[config.mk]
export PLATFORM = sky130hd
export DESIGN_NAME = multiphase_clk
export DESIGN_NICKNAME = d
export VERILOG_FILES = /design/src/rtl/mpclk_pkg.sv /design/src/rtl/mpclk_sync_in.sv /design/src/rtl/mpclk_period_meter.sv /design/src/rtl/mpclk_lock_ctrl.sv /design/src/rtl/mpclk_phase_gen.sv /design/src/rtl/multiphase_clk.sv
export SDC_FILE = /design/constraint.sdc
export NUM_CORES = 1
export LEC_CHECK = 0
export ABC_AREA = 1
export BUFFER_PORTS_ARGS = -buffer_cell sky130_fd_sc_hd__buf_2
export CAP_MARGIN = 20
export CORE_ASPECT_RATIO = 0.7
export CORE_UTILIZATION = 30
export CTS_CLUSTER_DIAMETER = 100
export DETAILED_ROUTE_END_ITERATION = 10
export SLEW_MARGIN = 15
export SYNTH_ARGS = -nofsm -noshare
export SYNTH_HDL_FRONTEND = slang
export SYNTH_SLANG_ARGS = --single-unit
[constraint.sdc]
create_clock -name clk_i -period 5.7 [get_ports clk_i]
set_input_delay 0.285 -clock clk_i [delete_from_list [all_inputs] [get_ports clk_i]]
set_output_delay 0.285 -clock clk_i [all_outputs]
set_load 0.01 [all_outputs]
[src/rtl/mpclk_pkg.sv]
package mpclk_pkg;
  localparam int PCT = 100;
  typedef enum logic {PH_LEAD = 1'b0, PH_LAG = 1'b1} phase_e;
endpackage

[src/rtl/mpclk_sync_in.sv]
module mpclk_sync_in #(
  parameter int STAGES = 2
) (
  input  logic clk_i,
  input  logic rst_ni,
  input  logic sync_i,
  output logic rise_o,
  output logic fall_o
);
  logic [STAGES:0] sh_q;

  always_ff @(posedge clk_i or negedge rst_ni) begin
    if (!rst_ni) sh_q <= '0;
    else         sh_q <= {sh_q[STAGES-1:0], sync_i};
  end

  assign rise_o = sh_q[STAGES-1] & ~sh_q[STAGES];
  assign fall_o = ~sh_q[STAGES-1] & sh_q[STAGES];
endmodule

[src/rtl/mpclk_period_meter.sv]
module mpclk_period_meter
  import mpclk_pkg::*;
#(
  parameter int CW       = 8,
  parameter int MIN_PER  = 22,
  parameter int MAX_PER  = 47,
  parameter int DUTY_MIN = 40,
  parameter int DUTY_MAX = 60,
  parameter int TIMEOUT  = 58,
  parameter int QUIET    = 200
) (
  input  logic          clk_i,
  input  logic          rst_ni,
  input  logic          en_i,
  input  logic          rise_i,
  input  logic          fall_i,
  output logic          meas_o,
  output logic          ok_o,
  output logic [CW-1:0] per_o,
  output logic          timeout_o,
  output logic          quiet_o
);
  logic [CW-1:0] cnt_q, hi_q;
  logic          have_prev_q, hi_vld_q;
  int            per_len, hi_len;

  always_ff @(posedge clk_i or negedge rst_ni) begin
    if (!rst_ni) begin
      cnt_q       <= '0;
      hi_q        <= '0;
      have_prev_q <= 1'b0;
      hi_vld_q    <= 1'b0;
    end else if (!en_i) begin
      cnt_q       <= '0;
      hi_q        <= '0;
      have_prev_q <= 1'b0;
      hi_vld_q    <= 1'b0;
    end else if (rise_i) begin
      cnt_q       <= '0;
      have_prev_q <= 1'b1;
      hi_vld_q    <= 1'b0;
    end else begin
      if (cnt_q != CW'(QUIET)) cnt_q <= cnt_q + CW'(1);
      else                     have_prev_q <= 1'b0;  // source gone, restart measurement
      if (fall_i && have_prev_q) begin
        hi_q     <= cnt_q + CW'(1);
        hi_vld_q <= 1'b1;
      end
    end
  end

  always_comb begin
    per_len = int'(cnt_q) + 1;
    hi_len  = int'(hi_q);
    ok_o    = hi_vld_q && (per_len >= MIN_PER) && (per_len <= MAX_PER) &&
              (hi_len * PCT >= DUTY_MIN * per_len) &&
              (hi_len * PCT <= DUTY_MAX * per_len);
  end

  assign meas_o    = en_i && rise_i && have_prev_q;
  assign per_o     = CW'(per_len);
  assign timeout_o = have_prev_q && (cnt_q >= CW'(TIMEOUT));
  assign quiet_o   = (cnt_q == CW'(QUIET));
endmodule

[src/rtl/mpclk_lock_ctrl.sv]
module mpclk_lock_ctrl #(
  parameter int LOCK_N = 4
) (
  input  logic clk_i,
  input  logic rst_ni,
  input  logic en_i,
  input  logic meas_i,
  input  logic ok_i,
  input  logic timeout_i,
  input  logic quiet_i,
  output logic locked_o,
  output logic fault_o
);
  localparam int GW = $clog2(LOCK_N + 1);

  logic [GW-1:0] good_q;
  logic          bad, good, reach;

  assign bad   = meas_i && !ok_i;
  assign good  = meas_i && ok_i;
  assign reach = good && (good_q >= GW'(LOCK_N - 1));

  always_ff @(posedge clk_i or negedge rst_ni) begin
    if (!rst_ni) begin
      good_q   <= '0;
      locked_o <= 1'b0;
      fault_o  <= 1'b0;
    end else if (!en_i) begin
      good_q   <= '0;
      locked_o <= 1'b0;
      fault_o  <= 1'b0;
    end else begin
      if (bad || timeout_i) begin
        good_q   <= '0;
        locked_o <= 1'b0;
      end else if (good) begin
        if (good_q < GW'(LOCK_N)) good_q <= good_q + GW'(1);
        if (reach) locked_o <= 1'b1;
      end
      if (bad)                  fault_o <= 1'b1;
      else if (reach || quiet_i) fault_o <= 1'b0;
    end
  end
endmodule

[src/rtl/mpclk_phase_gen.sv]
module mpclk_phase_gen
  import mpclk_pkg::*;
#(
  parameter int         INT_PER  = 50,
  parameter int         CW       = 8,
  parameter int         NCH      = 3,
  parameter logic [2:0] LAG_MASK = 3'b100
) (
  input  logic           clk_i,
  input  logic           rst_ni,
  input  logic           locked_i,
  input  logic           rise_i,
  input  logic           upd_i,
  input  logic [CW-1:0]  per_i,
  output logic [NCH-1:0] cyc_o
);
  localparam int PW = $clog2(INT_PER);

  logic [PW-1:0] ph_q, half_q, half_sel;
  logic          start_a, start_b, wrap;

  assign wrap     = (ph_q == PW'(INT_PER - 1));
  assign start_a  = (locked_i && rise_i) || wrap;
  assign half_sel = locked_i ? half_q : PW'(INT_PER / 2);
  assign start_b  = !start_a && (ph_q == half_sel - PW'(1));

  always_ff @(posedge clk_i or negedge rst_ni) begin
    if (!rst_ni) begin
      ph_q   <= '0;
      half_q <= PW'(INT_PER / 2);
    end else begin
      ph_q <= start_a ? '0 : ph_q + PW'(1);
      if (upd_i) half_q <= PW'(per_i >> 1);
    end
  end

  for (genvar i = 0; i < NCH; i++) begin : g_ch
    phase_e sel;
    assign sel = phase_e'(LAG_MASK[i]);
    always_ff @(posedge clk_i or negedge rst_ni) begin
      if (!rst_ni) cyc_o[i] <= 1'b0;
      else         cyc_o[i] <= (sel == PH_LAG) ? start_b : start_a;
    end
  end
endmodule

[src/rtl/multiphase_clk.sv]
module multiphase_clk #(
  parameter int CLK_HZ       = 50_000_000,
  parameter int FSW_HZ       = 1_000_000,
  parameter int SYNC_MIN_HZ  = 1_050_000,
  parameter int SYNC_MAX_HZ  = 2_310_000,
  parameter int DUTY_MIN_PCT = 40,
  parameter int DUTY_MAX_PCT = 60,
  parameter int LOCK_N       = 4,
  parameter int MARGIN       = 8,
  parameter int QUIET_PER    = 4
) (
  input  logic       clk_i,
  input  logic       rst_ni,
  input  logic       sync_i,
  input  logic       pg_i,
  output logic [2:0] cyc_start_o,
  output logic       sync_ext_o,
  output logic       sync_fault_o
);
  localparam int INT_PER = CLK_HZ / FSW_HZ;
  localparam int MAX_PER = CLK_HZ / SYNC_MIN_HZ;
  localparam int MIN_PER = (CLK_HZ + SYNC_MAX_HZ - 1) / SYNC_MAX_HZ;
  localparam int TIMEOUT = INT_PER + MARGIN;
  localparam int QUIET   = QUIET_PER * INT_PER;
  localparam int CW      = $clog2(QUIET + 1);

  logic          rise, fall, meas, ok, tmo, quiet, locked;
  logic [CW-1:0] per;

  mpclk_sync_in #(.STAGES(2)) u_sync (
    .clk_i, .rst_ni, .sync_i, .rise_o(rise), .fall_o(fall)
  );

  mpclk_period_meter #(
    .CW(CW), .MIN_PER(MIN_PER), .MAX_PER(MAX_PER),
    .DUTY_MIN(DUTY_MIN_PCT), .DUTY_MAX(DUTY_MAX_PCT),
    .TIMEOUT(TIMEOUT), .QUIET(QUIET)
  ) u_meter (
    .clk_i, .rst_ni, .en_i(pg_i), .rise_i(rise), .fall_i(fall),
    .meas_o(meas), .ok_o(ok), .per_o(per), .timeout_o(tmo), .quiet_o(quiet)
  );

  mpclk_lock_ctrl #(.LOCK_N(LOCK_N)) u_lock (
    .clk_i, .rst_ni, .en_i(pg_i), .meas_i(meas), .ok_i(ok),
    .timeout_i(tmo), .quiet_i(quiet), .locked_o(locked), .fault_o(sync_fault_o)
  );

  mpclk_phase_gen #(
    .INT_PER(INT_PER), .CW(CW), .NCH(3), .LAG_MASK(3'b100)
  ) u_phase (
    .clk_i, .rst_ni, .locked_i(locked), .rise_i(rise),
    .upd_i(meas && ok), .per_i(per), .cyc_o(cyc_start_o)
  );

  assign sync_ext_o = locked;
endmodule

Word level (Yosys, flattened, before mapping)
Index checks and enable logic that the tools add are counted.
{ "word_totals": {"mem_count": 0, "latchBits": 0, "output_inout_bits": 5, "in_bits": 4, "mem_bits_ro": 0, "ramBits": 0, "ff_bits": 40, "wordCells": 90} }
{ "classes": {"n_mul": 3, "mux": 25, "n_shift": 0, "bitwise": 4, "div": 0, "n_addsub": 5, "n_eq_ne": 13, "magnitude_cmp": 7, "n_reduce_logical": 21} }
{ "ops": {"columns": ["op", "count"], "rows": [
  ["$mux W8", 6],
  ["$ge A32 B32 Y1", 1],
  ["$ge A32 B6 Y1 const B", 1],
  ["$le A32 B32 Y1", 1],
  ["$le A32 B7 Y1 const B", 1],
  ["$mul A4 B32 Y29 const A", 1],
  ["$mul A5 B32 Y30 const A", 1],
  ["$ne A3 B1 Y1 const B", 6],
  ["$logic_and A1 B1 Y1", 13],
  ["$mul A8 B5 Y13 const B", 1],
  ["$mux W1", 13],
  ["$mux W3", 4],
  ["$mux W6", 2],
  ["$add A8 B1 Y9 const B", 1],
  ["$add A8 B1 Y8 const B", 1],
  ["$eq A8 B8 Y1 const B", 1],
  ["$ge A8 B6 Y1 const B", 1],
  ["$ne A8 B8 Y1 const B", 1],
  ["$add A6 B1 Y6 const B", 1],
  ["$eq A6 B6 Y1", 1],
  ["$eq A6 B6 Y1 const B", 1],
  ["$reduce_and A2 Y1", 3],
  ["$sub A6 B1 Y6 const B", 1],
  ["$add A3 B1 Y3 const B", 1],
  ["9 further kinds", 14]
]} }

Logic depth before layout (Yosys ltp)
{ "depth": {"ltp_word": 12, "depth_mapped": 34, "depth_no_buf": 33} }

Cells and area by module
Synthesis repeated with hierarchy kept, for this count alone.
{ "unflattened": {"hier_cells": 624, "hier_area_um2": 4778.3} }
{ "modules_own_cells": {"columns": ["mod", "area_per_inst_um2", "cells_each", "instances", "seq_area_each_um2"], "rows": [
  ["mpclk_period_meter", 3569.7, 469, 1, 450.4],
  ["mpclk_phase_gen", 830.8, 112, 1, 354.1],
  ["mpclk_lock_ctrl", 280.3, 34, 1, 125.1],
  ["mpclk_sync_in", 90.1, 7, 1, 75.1],
  ["multiphase_clk", 7.5, 2, 1, 0.0]
]} }

Worst setup path after synthesis
No wires, ideal clock.
{ "synth_timing": {"kind": "reg-to-reg", "startpoint": "register u_meter.cnt_q[1]", "endpoint": "register u_phase.half_q[5]", "arrival_ns": 4.992, "stages_incl_launch_ff": 27, "path_buffers": 1, "required_time_ns": 5.576, "setup_time_ns": 0.124, "synth_period_minus_slack_ns": 5.116, "slack_ns": 0.584, "cell_sequence": "dfrtp_1 -> ha_1 -> nand2_1 -> nor2_1 -> xor2_1 -> inv_1 -> ha_1 -> fa_1 -> inv_1 -> fa_1 -> inv_1 -> ha_1 -> inv_1 -> nor3_1 -> nand3_1 -> o2111ai_1 -> xnor2_1 -> ha_1 -> a21oi_1 -> o21ai_0 -> nor2_1 -> nand2_1 -> nand3_1 -> nand3_4 -> buf_6 -> nand2_1 -> o21ai_2"} }
{ "synth_between": {"elab_chain_cells": 7, "word_cells_on_any_way": 12, "classes_between": "add/sub: 1; mul: 2; order compare: 4; reduce/logical: 5"} }
{ "synth_lines": {"columns": ["element", "line", "source"], "rows": [
  ["from (decl)", "mpclk_period_meter.sv:23", "logic [CW-1:0] cnt_q, hi_q;"],
  ["from (signal assigned)", "mpclk_period_meter.sv:43", "if (cnt_q != CW'(QUIET)) cnt_q <= cnt_q + CW'(1);"],
  ["$add A8 B1 Y9 (*)", "mpclk_period_meter.sv:53", "per_len = int'(cnt_q) + 1;"],
  ["named net per[6]", "multiphase_clk.sv:28", "logic [CW-1:0] per;"],
  ["parallel branches: the longest is 6 deep, another holds $mul A4 B32 Y29", null, null],
  ["to (signal assigned)", "mpclk_phase_gen.sv:30", "half_q <= PW'(INT_PER / 2);"],
  ["to (signal assigned)", "mpclk_phase_gen.sv:33", "if (upd_i) half_q <= PW'(per_i >> 1);"],
  ["to (decl)", "mpclk_phase_gen.sv:19", "logic [PW-1:0] ph_q, half_q, half_sel;"]
]} }
Mark *: on every way through the listed nets, which the timed path passes.
A chain may end at the register's enable or synchronous reset.

Worst setup path in the final report
{ "layout_timing": {"startpoint": "register u_meter.cnt_q[0]", "endpoint": "register u_lock.fault_o"} }
{ "layout_between": {"elab_chain_cells": 10, "word_cells_on_any_way": 20, "classes_between": "add/sub: 1; mul: 2; order compare: 4; eq/ne: 2; mux: 2; reduce/logical: 9"} }
{ "layout_lines": {"columns": ["element", "line", "source"], "rows": [
  ["$add A8 B1 Y9 (*)", "mpclk_period_meter.sv:53", null],
  ["named net per[2]", "multiphase_clk.sv:28", null],
  ["parallel branches: the longest is 4 deep, another holds $mul A4 B32 Y29", null, null],
  ["$logic_and A1 B1 Y1 (*)", "mpclk_period_meter.sv:56", "(hi_len * PCT >= DUTY_MIN * per_len) &&"],
  ["$logic_and A1 B1 Y1 or $logic_not A1 Y1 (tied branches)", "mpclk_lock_ctrl.sv:20, mpclk_lock_ctrl.sv:19", null],
  ["$logic_and A1 B1 Y1 (on tied branches)", "mpclk_lock_ctrl.sv:21, mpclk_lock_ctrl.sv:19", null],
  ["$logic_or A1 B1 Y1 or $mux W1 (tied branches)", "mpclk_lock_ctrl.sv:41, mpclk_lock_ctrl.sv:40", null],
  ["$ne A3 B1 Y1 (no source line) or $mux W1 (tied branches)", null, null],
  ["to (signal assigned)", "mpclk_lock_ctrl.sv:27", "fault_o <= 1'b0;"],
  ["to (signal assigned)", "mpclk_lock_ctrl.sv:40", "if (bad) fault_o <= 1'b1;"],
  ["to (signal assigned)", "mpclk_lock_ctrl.sv:41", "else if (reach || quiet_i) fault_o <= 1'b0;"],
  ["to (decl)", "mpclk_lock_ctrl.sv:12", "output logic fault_o"]
]} }
Marks and branches as above.

==> results.txt <==
Layout cells sized above 1 = 0.129
CP endpoint = u_lock.fault_o
Grt total ovfl = 0
First-pass GRT wire length = 18,400 µm
Clock latency on the worst-skew pair = 0.29 ns
Total core area = 15,800 µm²
DIE AREA = 17,100 µm²
Count of non-filler cells in the finished layout = 863
Post-synth EDFFs = 0
Antenna cells = 0
Status = completed
Netlist cell types = 42
Top cell type's share of synthesized area = 0.265
CP max-delay cell = fa_1
Nets = 765
CP dominant cell by count = ha_1
Register Area = 1010 µm²
Tcrit/Tclk final = 0.912
Post-route DRC = 0
Pwr dens = 172 nW/µm²
Area occupied by multi-input gates = 3490 µm²
Drt via density = 4.46
Sequential element share of the synthesized area = 0.203
Post-synth top flop = dfrtp_1
Port-buffer cells = 8
Pre-CTS setup slack = 0.328 ns
DIE HEIGHT = 110 µm
Final Hold Viols = 0
Crit-path max FO = 10
DP HPWL = 9340 µm
R2R Path End = u_lock.fault_o
Placed Cells incl. Taps = 846
Worst EP required = 5.88 ns
Clk_skew = 0.00609 ns
Final Setup Violations = 0
Root Buffer = clkbuf_16
Area delta synth->final = 12.2%
Synth cell count leaders = 109 x inv_1, 107 x nand2_1, 105 x ha_1, 38 x nor2_1, 37 x dfrtp_1
Minimum clock period = 5.20 ns
Crit end category = flip-flop
Number of antenna violations at the first check in global routing = 0
DR pass1 iterations = 4
Most common cell in the netlist = inv_1
Initial Util = 0.313
RD Place Congestion = 0.846
CTS tree = yes
Antenna Nets Post-Route = 0
Fill cells = 1,692
Static leakage = 3.06 nW
Net Count, Synth = 740
Tot GR Track Use = 0.139
DRT iter0 DRCs = 267
Highest Clock Rate = 192 MHz
Clock sinks = 40
Vias = 3,849
Worst stage delay on the critical path = 0.50 ns
Slew headroom = 0.623
Die width = 156 µm
Avg WL per Cell = 12.9 µm
R2R depth = 29
Post-synth ARST share = 1.00
Maximum root-to-sink buffer count = 2
Critical path class = reg2reg
Crit path launch = u_meter.cnt_q[0]
Synth area leaders = ha_1 26%, dfrtp_1 19%, inv_1 8.2%
Worst Hold Class = in2reg
Maximum vdd ir drop = 97.8 µV
Post-synth top area cell = ha_1
Worst Max-Slew Pin Slew = 0.561 ns
Setup TNS = 0 ns
Power Total = 0.956 mW
Number of global-route vias before repair = 3,473
Post-Syn Area per Cell = 8.04 µm²
Synthesized area = 4960 µm²
CP startpoint kind = flip-flop
Routed wire length = 11,200 µm
IO Count = 9
Gate Count Post-Synth = 617
Max-Cap Viols = 0
Final Max Tran Viols = 0
Crit path DAT = 5.38 ns
Final setup margin = 0.500 ns
Row cnt = 38
R2R setup slack = 0.50 ns
Hold_sp = sync_i
Synth Register Bits = 40
Largest net degree at the start of global routing = 41
Clock H-tree levels = 2
Worst R2R Start = u_meter.cnt_q[0]
Synth Warn # = 0
Total CTS buffers = 5
Clock transition at the registers of the reported paths = 0.06 ns
## critical path, delay by kind of cell (launching register included)
kind,cells,cell delay [ns]
xor gates and xnor gates,2,0.37
AOI/OAI and AO/OA,7,0.96
adders and majority gates,6,1.97
and+or+nand+nor,10,1.08
DFF,1,0.44
buffers and inverters,4,0.25
## final cells by class
type                    count  area share
clock buffers               6      0.0250
inverters                 117      0.0796
repair buffers             22      0.0310
well taps                 220      0.0495
multi-input cells         456       0.627
flip-flops and latches     40       0.181
clock inverters             2     0.00697
## metrics by stage
stage                util  hold slack, ns  instance area, µm²
floorplan               -         -0.0106                4960
global placement    0.333           0.332                5280
detailed placement  0.333           0.335                5280
CTS                 0.345          0.0956                5460
global route        0.351          0.0901                5560
finish              0.351           0.103                5560
## worst min path at each step
stage	to	slack, ns	cells after the start
2_1_floorplan	u_lock.fault_o	-0.01	0
3_3_place_gp	u_sync.sh_q[1]	0.33	0
3_5_place_dp	u_sync.sh_q[1]	0.33	0
4_1_cts	u_sync.sh_q[0]	0.1	1
5_1_grt	u_sync.sh_q[0]	0.09	1
6_report	u_sync.sh_q[0]	0.10	1
## report_power, final
part / internal [mW] / switching (mW) / leakage, nW
Combinational: 0.110 / 0.164 / 2.46
Clock: 0.219 / 0.120 / 0.0871
Sequential: 0.311 / 0.0318 / 0.516
Total: 0.640 / 0.316 / 3.06
## sequential cells by signal, indices dropped and copies added, names as in the netlist
register             cells
u_phase.cyc_o            2
u_lock.good_q            3
u_sync.sh_q              3
u_lock.fault_o           1
u_meter.hi_vld_q         1
u_meter.have_prev_q      1
u_meter.hi_q             8
u_phase.ph_q             6
u_meter.cnt_q            8
u_lock.locked_o          1
u_phase.half_q           6
## cells by family (layout without fill, tap and decap cells)
group	Yosys count	count (layout)	share of synthesized area
AO/OA/AOI/OAI	78	78	0.0964
XOR/XNOR	40	40	0.0706
adder cells (fa/ha/maj)	119	119	0.321
buffers and inverters	121	147	0.0954
flip-flops	40	40	0.203
AND/OR/NAND/NOR	219	219	0.214
## per-layer routing
metal | global-route usage | wire length [µm] | share of wire
met1 | 0.241 | 6940 | 0.62
met2 | 0.172 | 3840 | 0.34
met3 | 0.0264 | 353 | 0.032
met4 | 0.0105 | 19 | 0.0017
met5 | 0 | 0 | 0
## placed cells by master, fill, tap and decap left out, types with 12 or more instances in the layout
| master | count |
|---|---|
| xor2_1 | 27 |
| xnor2_1 | 13 |
| fa_1 | 14 |
| nand2_1 | 107 |
| ha_1 | 105 |
| nor2_1 | 37 |
| inv_1 | 108 |
| o21ai_0 | 19 |
| a21oi_1 | 28 |
| nor3_1 | 12 |
| nand3_1 | 21 |
| dfrtp_1 | 35 |
| nand2_2 | 12 |
## timing repair
item,CTS,global route
gates resized for setup,0,5
setup endpoints to repair,0,11
hold buffers,0,1
buffers inserted,0,7
endpoints found under the hold margin,0,11
Power figures use the tool's default switching activity.
